File: config.mk
export PLATFORM = sky130hd
export DESIGN_NAME = pm_event_timer
export DESIGN_NICKNAME = d
export VERILOG_FILES = /design/src/rtl/pm_pkg.sv /design/src/rtl/pm_timer.sv /design/src/rtl/pm_evt_regs.sv /design/src/rtl/pm_event_timer.sv
export SDC_FILE = /design/constraint.sdc
export NUM_CORES = 1
export LEC_CHECK = 0
export CORE_ASPECT_RATIO = 1.4
export CORE_MARGIN = 2
export CORE_UTILIZATION = 48
export DETAILED_ROUTE_END_ITERATION = 10
export GPL_TIMING_DRIVEN = 0
export PLACE_DENSITY = 0.75
export REMOVE_ABC_BUFFERS = 1
export SETUP_SLACK_MARGIN = 0.1
export SLEW_MARGIN = 10
export SYNTH_ARGS = -nofsm -noshare
export SYNTH_HDL_FRONTEND = slang
export SYNTH_SLANG_ARGS = --single-unit
File: constraint.sdc
create_clock -name clk -period 1.9 [get_ports clk]
set_input_delay 0.38 -clock clk [delete_from_list [all_inputs] [get_ports clk]]
set_output_delay 0.38 -clock clk [all_outputs]
set_load 0.03 [all_outputs]
File: src/rtl/pm_pkg.sv
package pm_pkg;
  localparam int PM_AW = 6;

  localparam logic [PM_AW-1:0] OFS_STS = 6'h00;
  localparam logic [PM_AW-1:0] OFS_EN  = 6'h02;
  localparam logic [PM_AW-1:0] OFS_CTL = 6'h04;
  localparam logic [PM_AW-1:0] OFS_TMR = 6'h08;

  localparam logic [15:0] SCI_SRC_MASK = 16'h0521;
  localparam logic [15:0] SUSPEND_SET  = 16'h8100;
  localparam int          BIT_PWR      = 8;
  localparam int          BIT_SLP_REQ  = 13;

  localparam logic [7:0] APM_SCI_ON  = 8'hF1;
  localparam logic [7:0] APM_SCI_OFF = 8'hF0;

  typedef enum logic [2:0] {
    SLP_POWER_OFF = 3'd0,
    SLP_SUSPEND   = 3'd1
  } slp_kind_e;
endpackage

File: src/rtl/pm_timer.sv
module pm_timer #(
  parameter int CNT_W     = 32,
  parameter int RD_W      = 24,
  parameter int OVF_SHIFT = 23
) (
  input  logic            clk,
  input  logic            rst,
  input  logic            tick_en,
  input  logic            rearm,
  output logic [RD_W-1:0] rd_cnt,
  output logic            ovf_hit
);
  localparam logic [CNT_W-1:0] STEP     = CNT_W'(1) << OVF_SHIFT;
  localparam logic [CNT_W-1:0] ALN_MASK = ~(STEP - CNT_W'(1));

  logic [CNT_W-1:0] cnt_q;
  logic [CNT_W-1:0] point_q;

  always_ff @(posedge clk) begin
    if (rst) begin
      cnt_q   <= '0;
      point_q <= '0;
    end else begin
      if (tick_en) cnt_q <= cnt_q + CNT_W'(1);
      if (rearm)   point_q <= (cnt_q + STEP) & ALN_MASK;
    end
  end

  assign ovf_hit = (cnt_q >= point_q);
  assign rd_cnt  = cnt_q[RD_W-1:0];

  p_count_step_r1: assert property (@(posedge clk) disable iff (rst)
    tick_en |=> cnt_q == $past(cnt_q) + CNT_W'(1));
  p_count_hold_r1: assert property (@(posedge clk) disable iff (rst)
    !tick_en |=> $stable(cnt_q));
  p_rearm_ahead_r3: assert property (@(posedge clk) disable iff (rst)
    (rearm && !tick_en) |=> !ovf_hit);
endmodule

File: src/rtl/pm_evt_regs.sv
module pm_evt_regs
  import pm_pkg::*;
(
  input  logic             clk,
  input  logic             rst,
  input  logic             wr_en,
  input  logic [PM_AW-1:0] addr,
  input  logic [15:0]      wdata,
  input  logic             ovf_hit,
  input  logic             pwrbtn_evt,
  input  logic             apm_wr,
  input  logic             apm_sel,
  input  logic [7:0]       apm_wdata,
  output logic [15:0]      sts_vis,
  output logic [15:0]      en_q,
  output logic [15:0]      ctl_q,
  output logic [7:0]       apm_cmd_q,
  output logic [7:0]       apm_sts_q,
  output logic             rearm,
  output logic             shutdown_req,
  output logic             reset_req,
  output logic             resume_flag
);
  logic [15:0] sts_q;
  logic [15:0] sts_n;
  logic [15:0] ctl_n;
  logic        wr_sts;
  logic        wr_ctl;
  logic        slp_go;
  logic [2:0]  slp_kind;

  assign sts_vis  = sts_q | {15'b0, ovf_hit};
  assign wr_sts   = wr_en && (addr == OFS_STS);
  assign wr_ctl   = wr_en && (addr == OFS_CTL);
  assign slp_go   = wr_ctl && wdata[BIT_SLP_REQ];
  assign slp_kind = wdata[12:10];
  assign rearm    = wr_sts && sts_vis[0] && wdata[0];

  always_comb begin
    sts_n = sts_vis;
    if (wr_sts) sts_n = sts_n & ~wdata;
    if (pwrbtn_evt && en_q[BIT_PWR]) sts_n[BIT_PWR] = 1'b1;
    if (slp_go && slp_kind == SLP_SUSPEND) sts_n = sts_n | SUSPEND_SET;
  end

  always_comb begin
    ctl_n = ctl_q;
    if (wr_ctl) begin
      ctl_n = wdata;
      ctl_n[BIT_SLP_REQ] = 1'b0;
    end
    if (apm_wr && !apm_sel) begin
      if (apm_wdata == APM_SCI_ON)       ctl_n[0] = 1'b1;
      else if (apm_wdata == APM_SCI_OFF) ctl_n[0] = 1'b0;
    end
  end

  always_ff @(posedge clk) begin
    if (rst) begin
      sts_q        <= '0;
      en_q         <= '0;
      ctl_q        <= '0;
      apm_cmd_q    <= '0;
      apm_sts_q    <= '0;
      shutdown_req <= 1'b0;
      reset_req    <= 1'b0;
      resume_flag  <= 1'b0;
    end else begin
      sts_q <= sts_n;
      ctl_q <= ctl_n;
      if (wr_en && addr == OFS_EN) en_q <= wdata;
      if (apm_wr) begin
        if (apm_sel) apm_sts_q <= apm_wdata;
        else         apm_cmd_q <= apm_wdata;
      end
      shutdown_req <= slp_go && (slp_kind == SLP_POWER_OFF);
      reset_req    <= slp_go && (slp_kind == SLP_SUSPEND);
      resume_flag  <= slp_go && (slp_kind == SLP_SUSPEND);
    end
  end

  p_w1c_r4: assert property (@(posedge clk) disable iff (rst)
    (wr_sts && !pwrbtn_evt) |=> (sts_q & $past(wdata)) == 16'h0);
  p_ctl_no_slp_r7: assert property (@(posedge clk) disable iff (rst)
    wr_ctl |=> !ctl_q[BIT_SLP_REQ]);
  p_slp_excl_r8: assert property (@(posedge clk) disable iff (rst)
    !(shutdown_req && reset_req));
  p_apm_on_r9: assert property (@(posedge clk) disable iff (rst)
    (apm_wr && !apm_sel && apm_wdata == APM_SCI_ON) |=> ctl_q[0]);
  p_pwr_gate_r10: assert property (@(posedge clk) disable iff (rst)
    (!sts_q[BIT_PWR] && !en_q[BIT_PWR] && !slp_go) |=> !sts_q[BIT_PWR]);
endmodule

File: src/rtl/pm_event_timer.sv
module pm_event_timer
  import pm_pkg::*;
#(
  parameter int CNT_W     = 32,
  parameter int RD_W      = 24,
  parameter int OVF_SHIFT = 23
) (
  input  logic             clk,
  input  logic             rst,
  input  logic             tick_en,
  input  logic             pwrbtn_evt,
  input  logic [PM_AW-1:0] reg_addr,
  input  logic             reg_wr,
  input  logic             reg_rd,
  input  logic [31:0]      reg_wdata,
  output logic [31:0]      reg_rdata,
  input  logic             apm_wr,
  input  logic             apm_rd,
  input  logic             apm_sel,
  input  logic [7:0]       apm_wdata,
  output logic [7:0]       apm_rdata,
  output logic             sci,
  output logic             shutdown_req,
  output logic             reset_req,
  output logic             resume_flag
);
  logic [RD_W-1:0] rd_cnt;
  logic            ovf_hit;
  logic            rearm;
  logic [15:0]     sts_vis;
  logic [15:0]     en_q;
  logic [15:0]     ctl_q;
  logic [7:0]      apm_cmd_q;
  logic [7:0]      apm_sts_q;
  logic            unused_wdata_hi;

  assign unused_wdata_hi = ^reg_wdata[31:16];

  pm_timer #(
    .CNT_W(CNT_W), .RD_W(RD_W), .OVF_SHIFT(OVF_SHIFT)
  ) timer_i (
    .clk(clk), .rst(rst), .tick_en(tick_en), .rearm(rearm),
    .rd_cnt(rd_cnt), .ovf_hit(ovf_hit)
  );

  pm_evt_regs regs_i (
    .clk(clk), .rst(rst), .wr_en(reg_wr), .addr(reg_addr),
    .wdata(reg_wdata[15:0]), .ovf_hit(ovf_hit), .pwrbtn_evt(pwrbtn_evt),
    .apm_wr(apm_wr), .apm_sel(apm_sel), .apm_wdata(apm_wdata),
    .sts_vis(sts_vis), .en_q(en_q), .ctl_q(ctl_q),
    .apm_cmd_q(apm_cmd_q), .apm_sts_q(apm_sts_q), .rearm(rearm),
    .shutdown_req(shutdown_req), .reset_req(reset_req),
    .resume_flag(resume_flag)
  );

  always_ff @(posedge clk) begin
    if (rst) begin
      reg_rdata <= '0;
      apm_rdata <= '0;
      sci       <= 1'b0;
    end else begin
      sci <= |(sts_vis & en_q & SCI_SRC_MASK);
      if (reg_rd) begin
        case (reg_addr)
          OFS_STS: reg_rdata <= {16'h0, sts_vis};
          OFS_EN:  reg_rdata <= {16'h0, en_q};
          OFS_CTL: reg_rdata <= {16'h0, ctl_q};
          OFS_TMR: reg_rdata <= 32'(rd_cnt);
          default: reg_rdata <= '0;
        endcase
      end
      if (apm_rd) apm_rdata <= apm_sel ? apm_sts_q : apm_cmd_q;
    end
  end

  p_sci_gate_r6: assert property (@(posedge clk) disable iff (rst)
    ((en_q & SCI_SRC_MASK) == 16'h0) |=> !sci);
  p_unmapped_r11: assert property (@(posedge clk) disable iff (rst)
    (reg_rd && reg_addr != OFS_STS && reg_addr != OFS_EN &&
     reg_addr != OFS_CTL && reg_addr != OFS_TMR) |=> reg_rdata == 32'h0);
endmodule

==> out/metrics.yaml, run 1 <==
area_growth_syn_to_layout_pct: 36.4
maxCapViolCount: 0
fin_skew_ns: 0.0103
crit_path_end_kind: "register"
ir_drop_uv: 770
critPathMaxFanout: 5
start_kind: "register"
rows: 48
leakage_nw: 3.08
finalCritPeriodShare_pct: 105
dominantRegCellSynth: "dfxtp_1"
syn-cell-area_um2: 6100
ys_top_cells_by_count: "dfxtp_1, nand2_1, a21oi_1"
synth.largest_area_cell: "dfxtp_1"
async_flop_share_pct: 0
post-route-util_pct: 67.2
cp_slowest_cell: "nor4_4"
r2r_start: "timer_i.point_q[31]$_SDFFE_PP0P_"
switchingPower_mw: 1.68
dp_slack_ns: -1.35
synth_edf_count: 0
hp-start: "tick_en"
cts_tree: "yes"
hold_slack_ns: 0.344
power_frac_comb_pct: 7.0
routed_wl_um: 18300
hold_path_end: "timer_i.cnt_q[1]$_SDFFE_PP0P_"
cts_max_level: 4
die_w_um: 99.3
diodes: 0
crit_start: "timer_i.point_q[31]$_SDFFE_PP0P_"
status: "complete, but fails checks"
drt-wirelength-per-cell_um: 18.7
place_congestion: 0.849
whs_path_depth: 3
firstDrtPassIters: 7
power_density_nw_per_um2: 835
layout.nets: 883
synthDistinctLibCells: 48
port_buffers: 74
ys_ff_latch: 139
initialDrtViolationCount: 409
clk_path_buf_depth: 2
pwr-share-seq_pct: 42.9
antenna_found_initial: 0
grt_usage_pct: 25.3
cts-buffers-inserted: 17
hold_viol: 0
grt.overflow.total: 0
worstRegToRegCells: 8
clock_sinks: 139
worstSkewPairLatency_ns: 0.42
violations: "setup timing"
setup_slack_ns: -0.0890
grt_pass1_vias: 5818
initial_core_util_pct: 49.3
rsz0062_at_grt: "true"
p_int_mw: 5.26
crit_family: "simple AND/OR/NAND/NOR gates"
drc: 0
synth_area_leaders: "dfxtp_1, nand2_1, a21oi_1"
cts-root-buf: "clkbuf_16"
reg2reg_slack_ns: -0.09
cts.clk_slew.worst_paths_ns: 0.06
r2r_end: "timer_i.point_q[25]$_SDFFE_PP0P_"
relSlewSlack_pct: 38.4
tightest_slew_ns: 0.923
syn_inst: 727
routed_via_density: 6.05
timing.critical_path.buf_inv: 2
fin_area_um2: 8320
yosysMostFrequentCell: "dfxtp_1"
crit_type: "reg2reg"
die_h_um: 137
crit_top_cell: "a211oi_2"
synth.yosys.seq_area_share_pct: 45.6
syn_area_per_cell_um2: 8.39
coreArea_um2: 12400
top_level_ports: 99
min_period_ns: 1.99
grt_pass1_wl_um: 27800
max_freq_ghz: 0.503
drv_slew: 0
dieArea_um2: 13600
clkPwrFrac_pct: 50.1
sw_frac_of_total_pct: 24.2
setup_viol: 14
crit_chain: "inv_2, ha_4, nand4_1, nor4_4, a211oi_4, buf_6, a211oi_2, a211oi_2"
synth.top_cell.area_share_pct: 45.6
cp_slowest_stage_delay_ns: 0.39
yosys_warnings: 0
finalPower_mw: 6.94
place.detailed.hpwl_um: 10200
drive_gt1_share_pct: 23.4
place_area_um2: 6820
cp.required_ns: 2.20
hold_path.class: "in2reg"
postRouteAntennaNets: 0
crit_arrival_ns: 2.29
vias: 5921
grt_max_degree: 88
==> per-stage QoR <==
step	cells	TNS (ns)
after floorplan	671	-49.78
after global placement	895	-386.68
after detailed placement	898	-101.33
after CTS	968	-0.120
after global routing	979	-1.72
final	979	-0.694
==> state kept, by name (all words and copies together), names as in the netlist, 9 cells and up <==
signal           count
reg_rdata           24
regs_i.en_q         16
timer_i.point_q      9
regs_i.ctl_q        15
timer_i.cnt_q       32
regs_i.sts_q        16
==> power groups by stage <==
| stage | clock [mW] | sequential (mW) | combinational, mW |
|---|---|---|---|
| finish | 3.48 | 2.98 | 0.486 |
| floorplan | 0 | 3.11 | 0.135 |
| global placement | 0 | 3.06 | 0.441 |
| CTS | 3.48 | 2.98 | 0.467 |
| detailed placement | 0 | 3.06 | 0.457 |
| global route | 3.62 | 2.98 | 0.516 |
==> layout by cell type, fill, tap and decap left out, drive strengths merged, types with 2 or more instances in the layout <==
cell type and count:
clkinv 4, and3 8, bufinv 3, nand2 121, conb 8, clkdlybuf4s50 35, xor2 7, nor4b 2
a21oi 81, nand2b 10, dlygate4sd2 32, dfxtp 139, nand4 12, clkinvlp 3, dlymetal6s2s 4, a211oi 25
and4 7, a32oi 16, a222oi 2, nor2 50, ha 12, clkbuf 19, and2 6, nor3 15
nand3 29, o21ai 14, xnor2 19, a22oi 15, or3 11, nor3b 5, nor4 2, or4 5
buf 52, a311oi 16, o21a 2, mux2i 10, inv 21
==> worst max path at each step <==
stage,to,slack [ns],cells after the start
after global placement,sci$_SDFF_PP0_,-5.05,4
final,timer_i.point_q[25]$_SDFFE_PP0P_,-0.09,8
after detailed placement,regs_i.ctl_q[0]$_SDFF_PP0_,-1.35,7
after CTS,timer_i.point_q[30]$_SDFFE_PP0P_,-0.02,5
after global routing,timer_i.point_q[30]$_SDFFE_PP0P_,-0.15,8
after floorplan,reg_rdata[0]$_SDFFE_PP0P_,-0.88,5
==> timing repair <==
action / 4_1_cts / 5_1_grt
hold buffers: 0 / 0
resized for setup: 130 / 55
pin swaps: 24 / 20
cloned: 1 / 1
setup endpoints to repair: 123 / 61
buffers inserted: 37 / 10
hold endpoints to repair: 0 / 0
==> cells by family (layout without fill, tap and decap cells) <==
kind of cell | count (synthesis) | in the layout | share of synthesized area (%)
multiplexers | 10 | 10 | 1.64
adder cells (fa/ha/maj) | 12 | 12 | 2.46
AO/OA/AOI/OAI | 176 | 176 | 18.5
XOR/XNOR | 26 | 26 | 3.73
other | 1 | 8 | 0.0615
flip-flops | 139 | 139 | 45.6
AND/OR/NAND/NOR | 283 | 285 | 22.2
buffers and inverters | 80 | 173 | 5.83
==> worst register-to-register path: cells and delay by family (launching register included) <==
kind	cells	cell delay, ns
adders and majority gates	1	0.28
buffers and inverters	2	0.21
and+or+nand+nor	2	0.61
DFF	1	0.32
AOI/OAI and AO/OA	3	0.44
==> cell type report <==
type / count / area [µm²]
Clock buffer: 18 / 439
Clock inverter: 14 / 185
Inverter: 17 / 66.3
Sequential cell: 139 / 2860
Tap cell: 150 / 188
Timing Repair Buffer: 124 / 1120
Multi-Input combinational cell: 517 / 3450
Fill cell: 916 / 4050
==> layer usage <==
metal / global-route usage [%] / part of all wire, %
met1: 27.5 / 38
met3: 5.89 / 6.1
met2: 45.9 / 53
met5: 0 / 0
met4: 12.9 / 2.8
No activity file was read; power rests on OpenSTA's default activity.
==> run 2: changes to the inputs <==
clock period = 1.6 ns   (was 1.9 ns; I/O delays follow)
==> run 2 against run 1 <==
  * The flow still finishes with violations (setup timing)
  * Non-clock buffer count is 12 higher
  * Combinational power is 22% higher
  * Die area is the same
  * Register-to-register slack worse by 0.34 ns
  * Cell area grew 2.8%
  * Total power rose by 19%
  * Core utilization increased by 1.9 points
  * Sequential share of layout area is 0.81 points lower
  * Worst hold slack got worse by 0.0090 ns
  * Final cell count is 1.3% higher
  * Critical endpoint is now timer_i.cnt_q[25]$_SDFFE_PP0P_
==> out/metrics.yaml, run 2 (synthesized netlist as in run 1, its figures left out) <==
nFillCells: 872  # was 916
setup_viol: 25  # was 14
status: "complete, but fails checks"  # unchanged
fin_skew_ns: 0.00966  # was 0.0103 ns
diodes: 0  # unchanged
finalPower_mw: 8.26  # was 6.94 mW
ir_drop_uv: 833  # was 770 µV
place_area_um2: 6820  # unchanged
drc: 0  # unchanged
grt_max_degree: 88  # unchanged
grt_pass1_vias: 5928  # was 5818
drt-wirelength-per-cell_um: 19.7  # was 18.7 µm
grt_usage_pct: 26.7  # was 25.3%
rsz0062_at_grt: "true"  # unchanged
drive_gt1_share_pct: 27.9  # was 23.4%
hold_path.class: "in2reg"  # unchanged
post-route-util_pct: 69.1  # was 67.2%
layout.nets: 896  # was 883
initialDrtViolationCount: 460  # was 409
critPathMaxFanout: 5  # unchanged
drv_slew: 0  # unchanged
cp.required_ns: 1.95  # was 2.20 ns
finalCritPeriodShare_pct: 127  # was 105%
grt_pass1_wl_um: 29000  # was 27800 µm
die_h_um: 137  # unchanged
crit_type: "reg2reg"  # unchanged
layout.area.seq_um2: 2870  # was 2860 µm²
cts.clk_slew.worst_paths_ns: 0.06  # about the same
largest_reg_flops: 32  # unchanged
fin_area_um2: 8550  # was 8320 µm²
crit_path_end_kind: "register"  # unchanged
dieArea_um2: 13600  # unchanged
leakage_nw: 3.17  # was 3.08 nW
maxCapViolCount: 0  # unchanged
grt.overflow.total: 0  # unchanged
mostFrequentLayoutCells: "nand2_1, dfxtp_1, a21oi_1"  # unchanged
initial_core_util_pct: 49.3  # unchanged
final_common_cell: "nand2_1"  # unchanged
setup_slack_ns: -0.428  # was -0.0890 ns
violations: "setup timing"  # unchanged
cts_tree: "yes"  # unchanged
postRouteAntennaNets: 0  # unchanged
place.detailed.hpwl_um: 10200  # unchanged
multi_input_area_um2: 3550  # was 3450 µm²
max_freq_ghz: 0.493  # was 0.503 GHz
min_period_ns: 2.03  # was 1.99 ns
crit_arrival_ns: 2.38  # was 2.29 ns
routed_via_density: 6.18  # was 6.05
relSlewSlack_pct: 39.5  # was 38.4%
place_congestion: 0.849  # unchanged
vias: 6135  # was 5921
cts-root-buf: "clkbuf_16"  # unchanged
hold_viol: 0  # unchanged
port_buffers: 74  # unchanged
reg_top3: "timer_i.cnt_q x32, reg_rdata x24"  # unchanged
top_level_ports: 99  # unchanged
clk_path_buf_depth: 2  # unchanged
rows: 48  # unchanged
routed_wl_um: 19500  # was 18300 µm
start_kind: "register"  # unchanged
worstSkewPairLatency_ns: 0.43  # was 0.42 ns
setup_tns_ns: -7.37  # was -0.694 ns
clock_sinks: 139  # unchanged
die_w_um: 99.3  # unchanged
area_growth_syn_to_layout_pct: 40.1  # was 36.4%
power_density_nw_per_um2: 967  # was 835 nW/µm²
coreArea_um2: 12400  # unchanged
antenna_found_initial: 0  # unchanged
cts_max_level: 4  # unchanged
firstDrtPassIters: 5  # was 7
top_register: "timer_i.cnt_q"  # unchanged
tightest_slew_ns: 0.907  # was 0.923 ns
cts-buffers-inserted: 17  # unchanged
[run 2: layout make-up]
class / instances / share of cell area (%)
tap: 150 / 2.20
clock inverter: 14 / 2.17
timing repair buffer: 136 / 14.4
inverter: 17 / 0.849
clock buffer: 18 / 5.14
sequential: 139 / 33.6
multi-input combinational: 518 / 41.6
[run 2: power by group]
group          switching, mW  total [mW]  leakage [nW]  internal [mW]
logic                  0.367       0.592          1.72          0.225
clock network           1.61        4.14         0.296           2.53
registers             0.0401        3.53          1.15           3.49
[run 2: worst paths after layout]
path,from,to,slack (ns),cells after the start
worst max register to register,timer_i.cnt_q[15]$_SDFFE_PP0P_,timer_i.cnt_q[25]$_SDFFE_PP0P_,-0.43,6
worst max-delay path,timer_i.cnt_q[15]$_SDFFE_PP0P_,timer_i.cnt_q[25]$_SDFFE_PP0P_,-0.43,6
worst min register to register,regs_i.sts_q[13]$_SDFFE_PP0P_,regs_i.sts_q[13]$_SDFFE_PP0P_,0.44,2
worst min-delay path,rst,regs_i.reset_req$_SDFF_PP0_,0.34,2
[run 2: repair_timing]
| item | CTS | global route |
|---|---|---|
| setup buffers | 49 | 12 |
| hold buffers | 0 | 0 |
| endpoints found under the setup margin | 157 | 87 |
| pin swaps | 31 | 29 |
| gates resized for setup | 164 | 103 |
| gates cloned | 3 | 0 |
[run 2: metrics by stage]
stage	instances	worst slack [ns]	hold WS, ns
3_3_place_gp	895	-5.29	0.418
2_1_floorplan	671	-1.12	0.389
5_1_grt	992	-0.461	0.360
4_1_cts	981	-0.324	0.336
3_5_place_dp	898	-1.59	0.428
6_report	992	-0.428	0.335
[run 2: critical path, stage by stage, from the launching register on]
cell	delay, ns
dfxtp_4	0.36
and4_4	0.24
nand4_1	0.16
buf_4	0.20
or4_4	0.48
or3_4	0.40
a21oi_2	0.11
[run 2: metal layers]
metal | GRT usage, % | vias up | routed length [µm]
met5 | 0 | - | 0
met4 | 13.3 | 0 | 772
met3 | 6.75 | 77 | 1480
met2 | 47.9 | 331 | 10400
met1 | 29.0 | 2946 | 6870
li1 | - | 2781 | -
